**config.mk**
```make
export PLATFORM = sky130hd
export DESIGN_NAME = wavegen_timer16
export DESIGN_NICKNAME = d
export VERILOG_FILES = /design/src/rtl/wgt_pkg.sv /design/src/rtl/wgt_mode_decode.sv /design/src/rtl/wgt_counter.sv /design/src/rtl/wgt_compare.sv /design/src/rtl/wavegen_timer16.sv
export SDC_FILE = /design/constraint.sdc
export NUM_CORES = 1
export LEC_CHECK = 0
export ABC_AREA = 1
export CAP_MARGIN = 0
export CORE_MARGIN = 3
export CORE_UTILIZATION = 61
export CTS_BUF_LIST = sky130_fd_sc_hd__clkbuf_8 sky130_fd_sc_hd__clkbuf_16
export DETAILED_ROUTE_END_ITERATION = 6
export GPL_TIMING_DRIVEN = 0
export PLACE_DENSITY = 0.86
export SYNTH_ARGS = -nofsm -noshare
export SYNTH_HDL_FRONTEND = slang
export SYNTH_SLANG_ARGS = --single-unit
export TNS_END_PERCENT = 10
```
**constraint.sdc**
```tcl
create_clock -name clk -period 5.65 [get_ports clk]
set_input_delay 1.13 -clock clk [delete_from_list [all_inputs] [get_ports clk]]
set_output_delay 1.13 -clock clk [all_outputs]
set_load 0.1 [all_outputs]
```
**src/rtl/wgt_pkg.sv**
```systemverilog
package wgt_pkg;

  typedef enum logic [1:0] {TS_FIXED, TS_CMPA, TS_CAPT} top_src_e;
  typedef enum logic [1:0] {LD_NOW, LD_TOP, LD_BOT} load_pt_e;
  typedef enum logic [1:0] {OV_MAX, OV_TOP, OV_BOT} ovf_pt_e;
  typedef enum logic [1:0] {WK_PLAIN, WK_FAST, WK_DUAL} wave_kind_e;

  // res_sel: 0 full width, 1 8-bit, 2 9-bit, 3 10-bit fixed limit
  typedef struct packed {
    top_src_e   top_src;
    logic [1:0] res_sel;
    load_pt_e   load_pt;
    ovf_pt_e    ovf_pt;
    wave_kind_e kind;
  } mode_cfg_t;

  function automatic mode_cfg_t decode_mode(input logic [3:0] m);
    mode_cfg_t c;
    c = '{top_src: TS_FIXED, res_sel: 2'd0, load_pt: LD_NOW, ovf_pt: OV_MAX, kind: WK_PLAIN};
    case (m)
      4'd1, 4'd2, 4'd3: begin
        c.res_sel = m[1:0];
        c.load_pt = LD_TOP;
        c.ovf_pt  = OV_BOT;
        c.kind    = WK_DUAL;
      end
      4'd4: c.top_src = TS_CMPA;
      4'd5, 4'd6, 4'd7: begin
        c.res_sel = m[1:0] - 2'd0;
        c.res_sel = (m == 4'd5) ? 2'd1 : (m == 4'd6) ? 2'd2 : 2'd3;
        c.load_pt = LD_BOT;
        c.ovf_pt  = OV_TOP;
        c.kind    = WK_FAST;
      end
      4'd8, 4'd9: begin
        c.top_src = (m == 4'd8) ? TS_CAPT : TS_CMPA;
        c.load_pt = LD_BOT;
        c.ovf_pt  = OV_BOT;
        c.kind    = WK_DUAL;
      end
      4'd10, 4'd11: begin
        c.top_src = (m == 4'd10) ? TS_CAPT : TS_CMPA;
        c.load_pt = LD_TOP;
        c.ovf_pt  = OV_BOT;
        c.kind    = WK_DUAL;
      end
      4'd12: c.top_src = TS_CAPT;
      4'd14, 4'd15: begin
        c.top_src = (m == 4'd14) ? TS_CAPT : TS_CMPA;
        c.load_pt = LD_BOT;
        c.ovf_pt  = OV_TOP;
        c.kind    = WK_FAST;
      end
      default: ; // 0 and the reserved code 13 count freely
    endcase
    return c;
  endfunction

endpackage

```
**src/rtl/wgt_mode_decode.sv**
```systemverilog
module wgt_mode_decode
  import wgt_pkg::*;
#(
  parameter int CNT_W = 16
) (
  input  logic [3:0]       mode,
  output mode_cfg_t        cfg,
  output logic [CNT_W-1:0] fixed_top
);
  localparam logic [CNT_W-1:0] TOP_FULL = '1;
  localparam logic [CNT_W-1:0] TOP_8    = CNT_W'((1 << 8) - 1);
  localparam logic [CNT_W-1:0] TOP_9    = CNT_W'((1 << 9) - 1);
  localparam logic [CNT_W-1:0] TOP_10   = CNT_W'((1 << 10) - 1);

  always_comb begin
    cfg = decode_mode(mode);
    case (cfg.res_sel)
      2'd1:    fixed_top = TOP_8;
      2'd2:    fixed_top = TOP_9;
      2'd3:    fixed_top = TOP_10;
      default: fixed_top = TOP_FULL;
    endcase
  end
endmodule

```
**src/rtl/wgt_counter.sv**
```systemverilog
module wgt_counter #(
  parameter int CNT_W = 16
) (
  input  logic             clk,
  input  logic             rst_n,
  input  logic             tick,
  input  logic             dual,
  input  logic [CNT_W-1:0] top,
  output logic [CNT_W-1:0] count,
  output logic             dir_down,
  output logic             at_top,
  output logic             at_bot
);
  localparam logic [CNT_W-1:0] ONE = CNT_W'(1);

  logic [CNT_W-1:0] cnt_nxt;
  logic             dir_nxt;

  always_comb begin
    at_top  = (count == top);
    at_bot  = (count == '0);
    cnt_nxt = count + ONE;
    dir_nxt = 1'b0;
    if (!dual) begin
      if (at_top) cnt_nxt = '0;
    end else if (!dir_down) begin
      if (count >= top) begin
        cnt_nxt = count - ONE;
        dir_nxt = 1'b1;
      end
    end else if (!at_bot) begin
      cnt_nxt = count - ONE;
      dir_nxt = 1'b1;
    end
  end

  always_ff @(posedge clk or negedge rst_n) begin
    if (!rst_n) begin
      count    <= '0;
      dir_down <= 1'b0;
    end else begin
      if (tick) count <= cnt_nxt;
      if (!dual)     dir_down <= 1'b0;
      else if (tick) dir_down <= dir_nxt;
    end
  end
endmodule

```
**src/rtl/wgt_compare.sv**
```systemverilog
module wgt_compare
  import wgt_pkg::*;
#(
  parameter int CNT_W = 16
) (
  input  logic             clk,
  input  logic             rst_n,
  input  logic             tick,
  input  logic             wr,
  input  logic [CNT_W-1:0] wdata,
  input  load_pt_e         load_pt,
  input  logic             at_top,
  input  logic             at_bot,
  output logic [CNT_W-1:0] cmp_live
);
  logic [CNT_W-1:0] cmp_buf;

  always_ff @(posedge clk or negedge rst_n) begin
    if (!rst_n) begin
      cmp_buf  <= '0;
      cmp_live <= '0;
    end else begin
      if (wr) cmp_buf <= wdata;
      case (load_pt)
        LD_NOW:  cmp_live <= wr ? wdata : cmp_buf;
        LD_TOP:  if (tick && at_top) cmp_live <= cmp_buf;
        LD_BOT:  if (tick && at_bot) cmp_live <= cmp_buf;
        default: ;
      endcase
    end
  end
endmodule

```
**src/rtl/wavegen_timer16.sv**
```systemverilog
module wavegen_timer16
  import wgt_pkg::*;
#(
  parameter int CNT_W = 16
) (
  input  logic             clk,
  input  logic             rst_n,
  input  logic             cnt_en,
  input  logic [1:0]       mode_hi,
  input  logic [1:0]       mode_lo,
  input  logic             cmpa_wr,
  input  logic [CNT_W-1:0] cmpa_wdata,
  input  logic             capt_wr,
  input  logic [CNT_W-1:0] capt_wdata,
  input  logic             ovf_clr,
  input  logic             cmf_clr,
  output logic [CNT_W-1:0] count,
  output logic             ovf_flag,
  output logic             cmf_flag,
  output logic             wave_out
);
  localparam logic [CNT_W-1:0] CNT_MAX = '1;

  logic [3:0]       mode;
  mode_cfg_t        cfg;
  logic [CNT_W-1:0] fixed_top;
  logic [CNT_W-1:0] top_val;
  logic [CNT_W-1:0] capt_q;
  logic [CNT_W-1:0] cmp_live;
  logic             dir_down;
  logic             at_top;
  logic             at_bot;
  logic             dual;
  logic             ovf_hit;
  logic             cmf_hit;

  assign mode = {mode_hi, mode_lo};
  assign dual = (cfg.kind == WK_DUAL);

  wgt_mode_decode #(.CNT_W(CNT_W)) u_dec (
    .mode      (mode),
    .cfg       (cfg),
    .fixed_top (fixed_top)
  );

  always_comb begin
    case (cfg.top_src)
      TS_CMPA: top_val = cmp_live;
      TS_CAPT: top_val = capt_q;
      default: top_val = fixed_top;
    endcase
  end

  wgt_counter #(.CNT_W(CNT_W)) u_cnt (
    .clk      (clk),
    .rst_n    (rst_n),
    .tick     (cnt_en),
    .dual     (dual),
    .top      (top_val),
    .count    (count),
    .dir_down (dir_down),
    .at_top   (at_top),
    .at_bot   (at_bot)
  );

  wgt_compare #(.CNT_W(CNT_W)) u_cmp (
    .clk      (clk),
    .rst_n    (rst_n),
    .tick     (cnt_en),
    .wr       (cmpa_wr),
    .wdata    (cmpa_wdata),
    .load_pt  (cfg.load_pt),
    .at_top   (at_top),
    .at_bot   (at_bot),
    .cmp_live (cmp_live)
  );

  always_comb begin
    case (cfg.ovf_pt)
      OV_TOP:  ovf_hit = cnt_en && at_top;
      OV_BOT:  ovf_hit = cnt_en && at_bot;
      default: ovf_hit = cnt_en && (count == CNT_MAX);
    endcase
    cmf_hit = cnt_en && (count == cmp_live);
  end

  always_ff @(posedge clk or negedge rst_n) begin
    if (!rst_n) begin
      capt_q   <= '0;
      ovf_flag <= 1'b0;
      cmf_flag <= 1'b0;
      wave_out <= 1'b0;
    end else begin
      if (capt_wr) capt_q <= capt_wdata;
      if (ovf_hit)      ovf_flag <= 1'b1;
      else if (ovf_clr) ovf_flag <= 1'b0;
      if (cmf_hit)      cmf_flag <= 1'b1;
      else if (cmf_clr) cmf_flag <= 1'b0;
      if (cnt_en) begin
        case (cfg.kind)
          WK_FAST: begin
            if (at_top)                     wave_out <= 1'b1;
            else if (count == cmp_live)     wave_out <= 1'b0;
          end
          WK_DUAL: if (count == cmp_live) wave_out <= dir_down;
          default: ;
        endcase
      end
    end
  end
endmodule

```
==> results.tsv, run 1 <==
stage	metric	value	unit
global_route	track_usage	0.3080	
global_route	antenna_found_initial	0	
critical_path	rr_startpoint	u_cmp.cmp_live[13]	
final_layout	layout-drive-gt1-share	0.1290	
clock_network	numCtsBuffers	9	
critical_path	startpoint_type	input port	
yosys	yosys.area.top_type	dfrtp_1	
sta	hold_violations	0	
yosys	synth_area_leaders	dfrtp_1 (34%), nand2_1 (10%), ha_1 (6.5%)	
floorplan	die_y	96.39	um
route	drtIter0Drc	306	
sta	final-setup-viol-count	0	
floorplan	start_util	0.6350	
yosys	synth.most_common_cell	nand2_1	
clock_network	cts_resized	0	
critical_path	slowest_stage	clkdlybuf4s50_1	
clock_network	clock-root-buffer	clkbuf_8	
yosys	yosysSeqAreaShare	0.3415	
sta	slew_headroom	0.3495	
floorplan	die_area	0.009290	mm^2
floorplan	dieWidth	96.39	um
status	status	finished, final reports clean	
min_path	min_path_type	flop to flop	
clock_network	cts_max_path_buffers	2	
power_and_ir_drop	power.density	453.4	mW/mm^2
route	via_per_inst	5.738	
critical_path	rr_worst_depth	14	
power_and_ir_drop	comb_power_share	0.561	
clock_network	clock_latency	0.37	ns
critical_path	cp_max_fo	10	
placed_design	place_hpwl	10.32	mm
clock_network	clk_pin_slew_worst_paths	0.09	ns
final_layout	syn_to_final_growth	19.03	%
final_layout	nets	808	
global_route	grt_pass1_wl	21.91	mm
route	wl_per_cell	16.08	um
power_and_ir_drop	intPower	1.317	mW
power_and_ir_drop	p_leak	2.816	nW
power_and_ir_drop	worst_ir_drop_vdd	0.0002444	V
power_and_ir_drop	p_switching	1.372	mW
min_path	min_from	capt_q[14]	
clock_network	htree_levels	3	
route	routed_wl	13.60	mm
critical_path	path_class	input port to flop	
yosys	synthFlopType	dfrtp_1	
min_path	hold_end	capt_q[14]	
critical_path	critPathMaxStageDelay	0.52	ns
floorplan	core	0.007848	mm^2
clock_network	clock_sink_count	68	
critical_path	cp.required	5.90	ns
route	route.antenna.remaining_nets	0	
placed_design	port_buffers	60	
critical_path	r2r_end	u_cnt.count[12]	
route	detail_route.drc_violations	0	
yosys	syn-cell-area	0.004984	mm^2
min_path	min_path_cells	1	
clock_network	post-cts-setup-buffers	0	
final_layout	num_antenna_cells	0	
yosys	synthCells	668	
sta	final_max_slew_viol_count	0	
critical_path	crit_family	simple AND/OR/NAND/NOR gates	
critical_path	arrival	4.76	ns
final_layout	fillCellCount	630	
sta	period_needed	4.509	ns
sta	min_period_over_period	0.7981	
yosys	synthArstFlopShare	1.000	
clock_network	cts_tree	yes	
yosys	synthDominantCellAreaShare	0.3415	
sta	max_freq	0.2218	GHz
critical_path	cp-end-kind	flop	
floorplan	ios	62	
critical_path	cp.buffers_inverters	4	
flow_run	drv_cap	0	
power_and_ir_drop	seq_power_share	0.263	
route	vias	4854	
placed_design	place_congestion	0.9852	
yosys	synth_commonest_cells	nand2_1 (135), inv_1 (84), dfrtp_1 (68), nor2_1 (67), o21ai_0 (48)	
power_and_ir_drop	p_clk_frac	0.176	
global_route	grt_max_degree	69	
sta	setup_tns	0	ns
sta	worst_pin_slew	0.9727	ns
sta	finClkSkew	0.01443	ns
yosys	avgSynthCellArea	7.460	um^2
sta	rsz0062_at_grt	no	
global_route	overflow	0	
clock_network	cts_hold_buf	0	
floorplan	rows	32	
yosys	synth.net_count	737	
final_layout	final_util	0.7559	
power_and_ir_drop	swShare	0.5101	
yosys	synth.distinct_cells	40	
yosys	synth-seq-cells	68	
critical_path	path_cells	clkdlybuf4s50_1 > inv_1 > o21ai_0 > nand3_1 > inv_1 > clkbuf_1 > a221oi_1 > ha_1 > nand2_1 > nor2_1 > a21boi_0 > nor2_1 > nand2_2 > nand2_2 > nor2_1 > nand2_1 > nand3_1 > nand2_1	
critical_path	r2r_setup_slack	3.00	ns
route	drtPass1Iterations	5	
yosys	synth-edff-count	0	
yosys	yosys_warnings	0	
global_route	first_global_vias	4645	
==> logic make-up after synthesis <==
family | after synthesis | synth area share
AND/OR/NAND/NOR | 297 | 0.2757
buffers and inverters | 120 | 0.1075
AO/OA/AOI/OAI | 118 | 0.1391
flip-flops | 68 | 0.3415
XOR/XNOR | 34 | 0.05975
adder cells (fa/ha/maj) | 26 | 0.06528
multiplexers | 5 | 0.01130
==> metal layers <==
metal	vias to the layer above	share of wire	global-route usage
met3	47	0.071	0.05577
li1	2296	-	-
met4	0	0.038	0.1390
met1	2289	0.40	0.3762
met5	-	0	0
met2	222	0.49	0.5296
==> worst max-delay path by stage <==
stage | cells after the start | end | startpoint
2_1_floorplan | 22 | u_cnt.count[15] | mode_lo[0]
6_report | 18 | u_cnt.count[12] | mode_hi[0]
5_1_grt | 18 | u_cnt.count[12] | mode_hi[0]
3_3_place_gp | 18 | u_cnt.count[12] | mode_hi[0]
4_1_cts | 18 | u_cnt.count[12] | mode_hi[0]
3_5_place_dp | 18 | u_cnt.count[12] | mode_hi[0]
==> cell type report <==
class	count	area, um^2	share of cell area
clock inverters	7	98.84	0.01666
clock buffers	9	123.9	0.02088
repair buffers	60	598.1	0.1008
well taps	102	127.6	0.02151
plain buffers	32	205.2	0.03459
multi-input cells	480	2746	0.4630
inverters	88	330.3	0.05568
flip-flops and latches	68	1702	0.2869
==> flip-flops by register name, indices dropped and copies added, names as in the netlist <==
signal	flops
capt_q	16
cmf_flag	1
ovf_flag	1
u_cmp.cmp_buf	16
u_cmp.cmp_live	16
u_cnt.count	16
u_cnt.dir_down	1
wave_out	1
==> worst reg2reg max path, delay by kind of cell (launching register included) <==
kind	cells	cell delay, ns
simple gates	9	1.17
compound gates	3	0.53
flops	1	0.45
fa+ha+maj	1	0.30
buf+inv	1	0.11
==> power groups by stage <==
stage          combinational [mW]  sequential (mW)  clock, mW
2_1_floorplan               0.811             1.02          0
6_report                     1.51            0.706      0.473
5_1_grt                      1.64            0.715      0.493
4_1_cts                      1.50            0.702      0.471
3_5_place_dp                 1.49            0.711          0
3_3_place_gp                 1.45            0.705          0
==> placed cells by master (no fill, tap or decap), types with 2 or more instances in the layout <==
master	Yosys	routed
nor2_1	67	67
xor2_1	21	21
buf_2	5	5
nor2_2	4	4
o21ai_0	48	48
nand3b_1	2	2
inv_6	0	2
o22ai_1	3	3
a21oi_2	2	2
nor4_1	2	2
clkbuf_8	0	9
inv_1	84	84
nand4_1	11	11
nor3_1	12	12
a221oi_1	4	4
nor3_4	2	2
dfrtp_1	68	68
nand2_2	19	19
nand2_1	135	135
bufinv_16	0	2
mux2_2	5	5
o211ai_1	2	2
clkbuf_1	14	14
o21ai_2	16	16
o21ai_1	2	2
inv_2	4	4
buf_4	5	6
nand3_1	34	34
a21oi_1	37	37
ha_1	26	26
xnor2_1	13	13
buf_6	8	8
clkdlybuf4s50_1	0	59
nor2_4	3	3
==> through the flow <==
stage	setup WS [ns]	instances	hold WS, ns	instance area (um^2)	total power, mW
finish	1.141	846	0.5253	5932	2.689
CTS	1.215	846	0.5235	5932	2.670
global route	0.9071	846	0.5367	5932	2.845
floorplan	2.217	668	0.4807	4984	1.830
detailed placement	0.8614	830	0.5038	5709	2.198
global placement	1.012	830	0.5084	5712	2.158
Power figures use the tool's default switching activity.
==> run 2: changes to the inputs <==
CORE_UTILIZATION = 57   (was 61)
PLACE_DENSITY = 0.81   (was 0.86)
clock period = 4.7 ns   (was 5.65 ns; I/O delays follow)
==> results.tsv, run 2 (synthesized netlist as in run 1, its figures left out) <==
stage	metric	value	unit
status	status	finished, final reports clean	
route	routed_wl	13.81	mm
placed_design	place_hpwl	10.63	mm
critical_path	rr_worst_depth	14	
clock_network	clock_sink_count	68	
route	wl_met3	777	um
route	detail_route.drc_violations	0	
placed_design	place_congestion	1.024	
sta	period_needed	4.408	ns
clock_network	cts_tree	yes	
power_and_ir_drop	p_leak	2.817	nW
critical_path	arrival	4.65	ns
critical_path	cp.required	4.94	ns
floorplan	start_util	0.5975	
flow_run	drv_cap	0	
sta	hold_violations	0	
global_route	grt_pass1_wl	22.77	mm
clock_network	cts_resized	0	
route	dr.max_layer_used	met4	
route	drtIter0Drc	367	
clock_network	cts_max_path_buffers	2	
sta	worst_pin_slew	0.9871	ns
final_layout	final_cell_mix	nand2_1 (135), inv_1 (85), dfrtp_1 (68)	
final_layout	layout-drive-gt1-share	0.1277	
power_and_ir_drop	power.density	538.6	mW/mm^2
clock_network	post-cts-setup-buffers	0	
sta	final-setup-viol-count	0	
global_route	antenna_found_initial	0	
clock_network	clock-root-buffer	clkbuf_8	
final_layout	final_util	0.7103	
placed_design	port_buffers	60	
critical_path	startpoint_type	input port	
floorplan	die_area	0.009901	mm^2
min_path	min_path_type	flop to flop	
final_layout	mostFrequentLayoutCell	nand2_1	
clock_network	htree_levels	3	
sta	finClkSkew	0.009601	ns
critical_path	startpoint	mode_hi[0]	
floorplan	core	0.008341	mm^2
floorplan	rows	33	
global_route	grt_max_degree	69	
floorplan	dieWidth	99.51	um
min_path	min_path_cells	2	
critical_path	cp-end-kind	flop	
clock_network	cts_hold_buf	0	
route	wl_per_cell	16.27	um
clock_network	clk_pin_slew_worst_paths	0.08	ns
sta	final_max_slew_viol_count	0	
critical_path	path_class	input port to flop	
route	vias	4761	
final_layout	syn_to_final_growth	18.88	%
route	wl_met1	5.841	mm
sta	setup_tns	0	ns
power_and_ir_drop	worst_ir_drop_vdd	0.0003080	V
critical_path	cp_max_fo	10	
sta	rsz0062_at_grt	no	
floorplan	die_y	99.51	um
sta	hold_ws	0.5295	ns
route	drtPass1Iterations	7	
sta	max_freq	0.2268	GHz
floorplan	ios	62	
sta	min_period_over_period	0.9379	
global_route	overflow	0	
route	via_per_inst	5.608	
critical_path	rr_startpoint	u_cmp.cmp_live[13]	
route	route.met2.wl	6.685	mm
global_route	first_global_vias	4667	
clock_network	clock_latency	0.35	ns
min_path	min_from	capt_q[2]	
final_layout	num_antenna_cells	0	
sta	slew_headroom	0.3399	
global_route	track_usage	0.2908	
final_layout	nets	808	
route	route.antenna.remaining_nets	0	
clock_network	numCtsBuffers	9	
-- run 2: cell types whose count changed in the layout (fill, tap and decap cells not counted) --
cell        delta
clkbuf_8       +2
bufinv_16      -1
clkinv_2       -1
clkinv_4       +1
clkinvlp_4     -1
inv_1          +1
inv_6          -1
-- run 2: final cells by class --
| class | instances | area, um^2 |
|---|---|---|
| well taps | 105 | 131.4 |
| repair buffers | 60 | 598.1 |
| flip-flops and latches | 68 | 1702 |
| multi-input cells | 480 | 2746 |
| fillers | 703 | 2416 |
| plain buffers | 32 | 205.2 |
| clock inverters | 5 | 60.06 |
| inverters | 88 | 330.3 |
| clock buffers | 11 | 151.4 |
-- run 2: power breakdown --
part           total (mW)  switching [mW]  internal [mW]
Clock               0.517           0.241          0.276
Sequential          0.848           0.148          0.700
Combinational        1.83            1.24          0.582
Total                3.19            1.63           1.56
-- run 2: final timing paths --
path	to	slack, ns
worst max-delay path	u_cnt.count[12]	0.29
worst min-delay path	capt_q[2]	0.53
worst max register to register	u_cnt.count[12]	1.91
worst min register to register	capt_q[2]	0.53
max in group asynchronous	u_cmp.cmp_live[5]	3.41
min in group asynchronous	capt_q[9]	0.70
-- run 2: metrics by stage --
stage                     instance area, um^2  instances  power, mW  setup slack (ns)
after floorplan                          4984        668      2.200             1.457
after global placement                   5715        833      2.609            0.1869
after detailed placement                 5713        833      2.656           0.06627
after CTS                                5924        849      3.180            0.4203
after global routing                     5924        849      3.383           0.07632
final                                    5924        849      3.191            0.2918
-- run 2: metal layers --
layer	GRT usage	vias up
met5	0	-
met4	0.1261	0
met3	0.04769	48
met2	0.4892	185
met1	0.3700	2238
li1	-	2290
-- run 2: worst max-delay path, cell delays in order --
cell	delay, ns
clkdlybuf4s50_1	0.53
inv_1	0.08
o21ai_0	0.14
nand3_1	0.14
inv_1	0.19
clkbuf_1	0.48
a221oi_1	0.22
ha_1	0.33
nand2_1	0.06
nor2_1	0.28
a21boi_0	0.32
nor2_1	0.12
nand2_2	0.20
nand2_2	0.19
nor2_1	0.12
nand2_1	0.06
nand3_1	0.16
nand2_1	0.07
==> run 3: changes to the inputs <==
ABC_CLOCK_PERIOD_IN_PS = 4700   (was not set)
==> results of run 3 <==
Same layout as run 2: the final DEF is identical, and so are final timing and power.
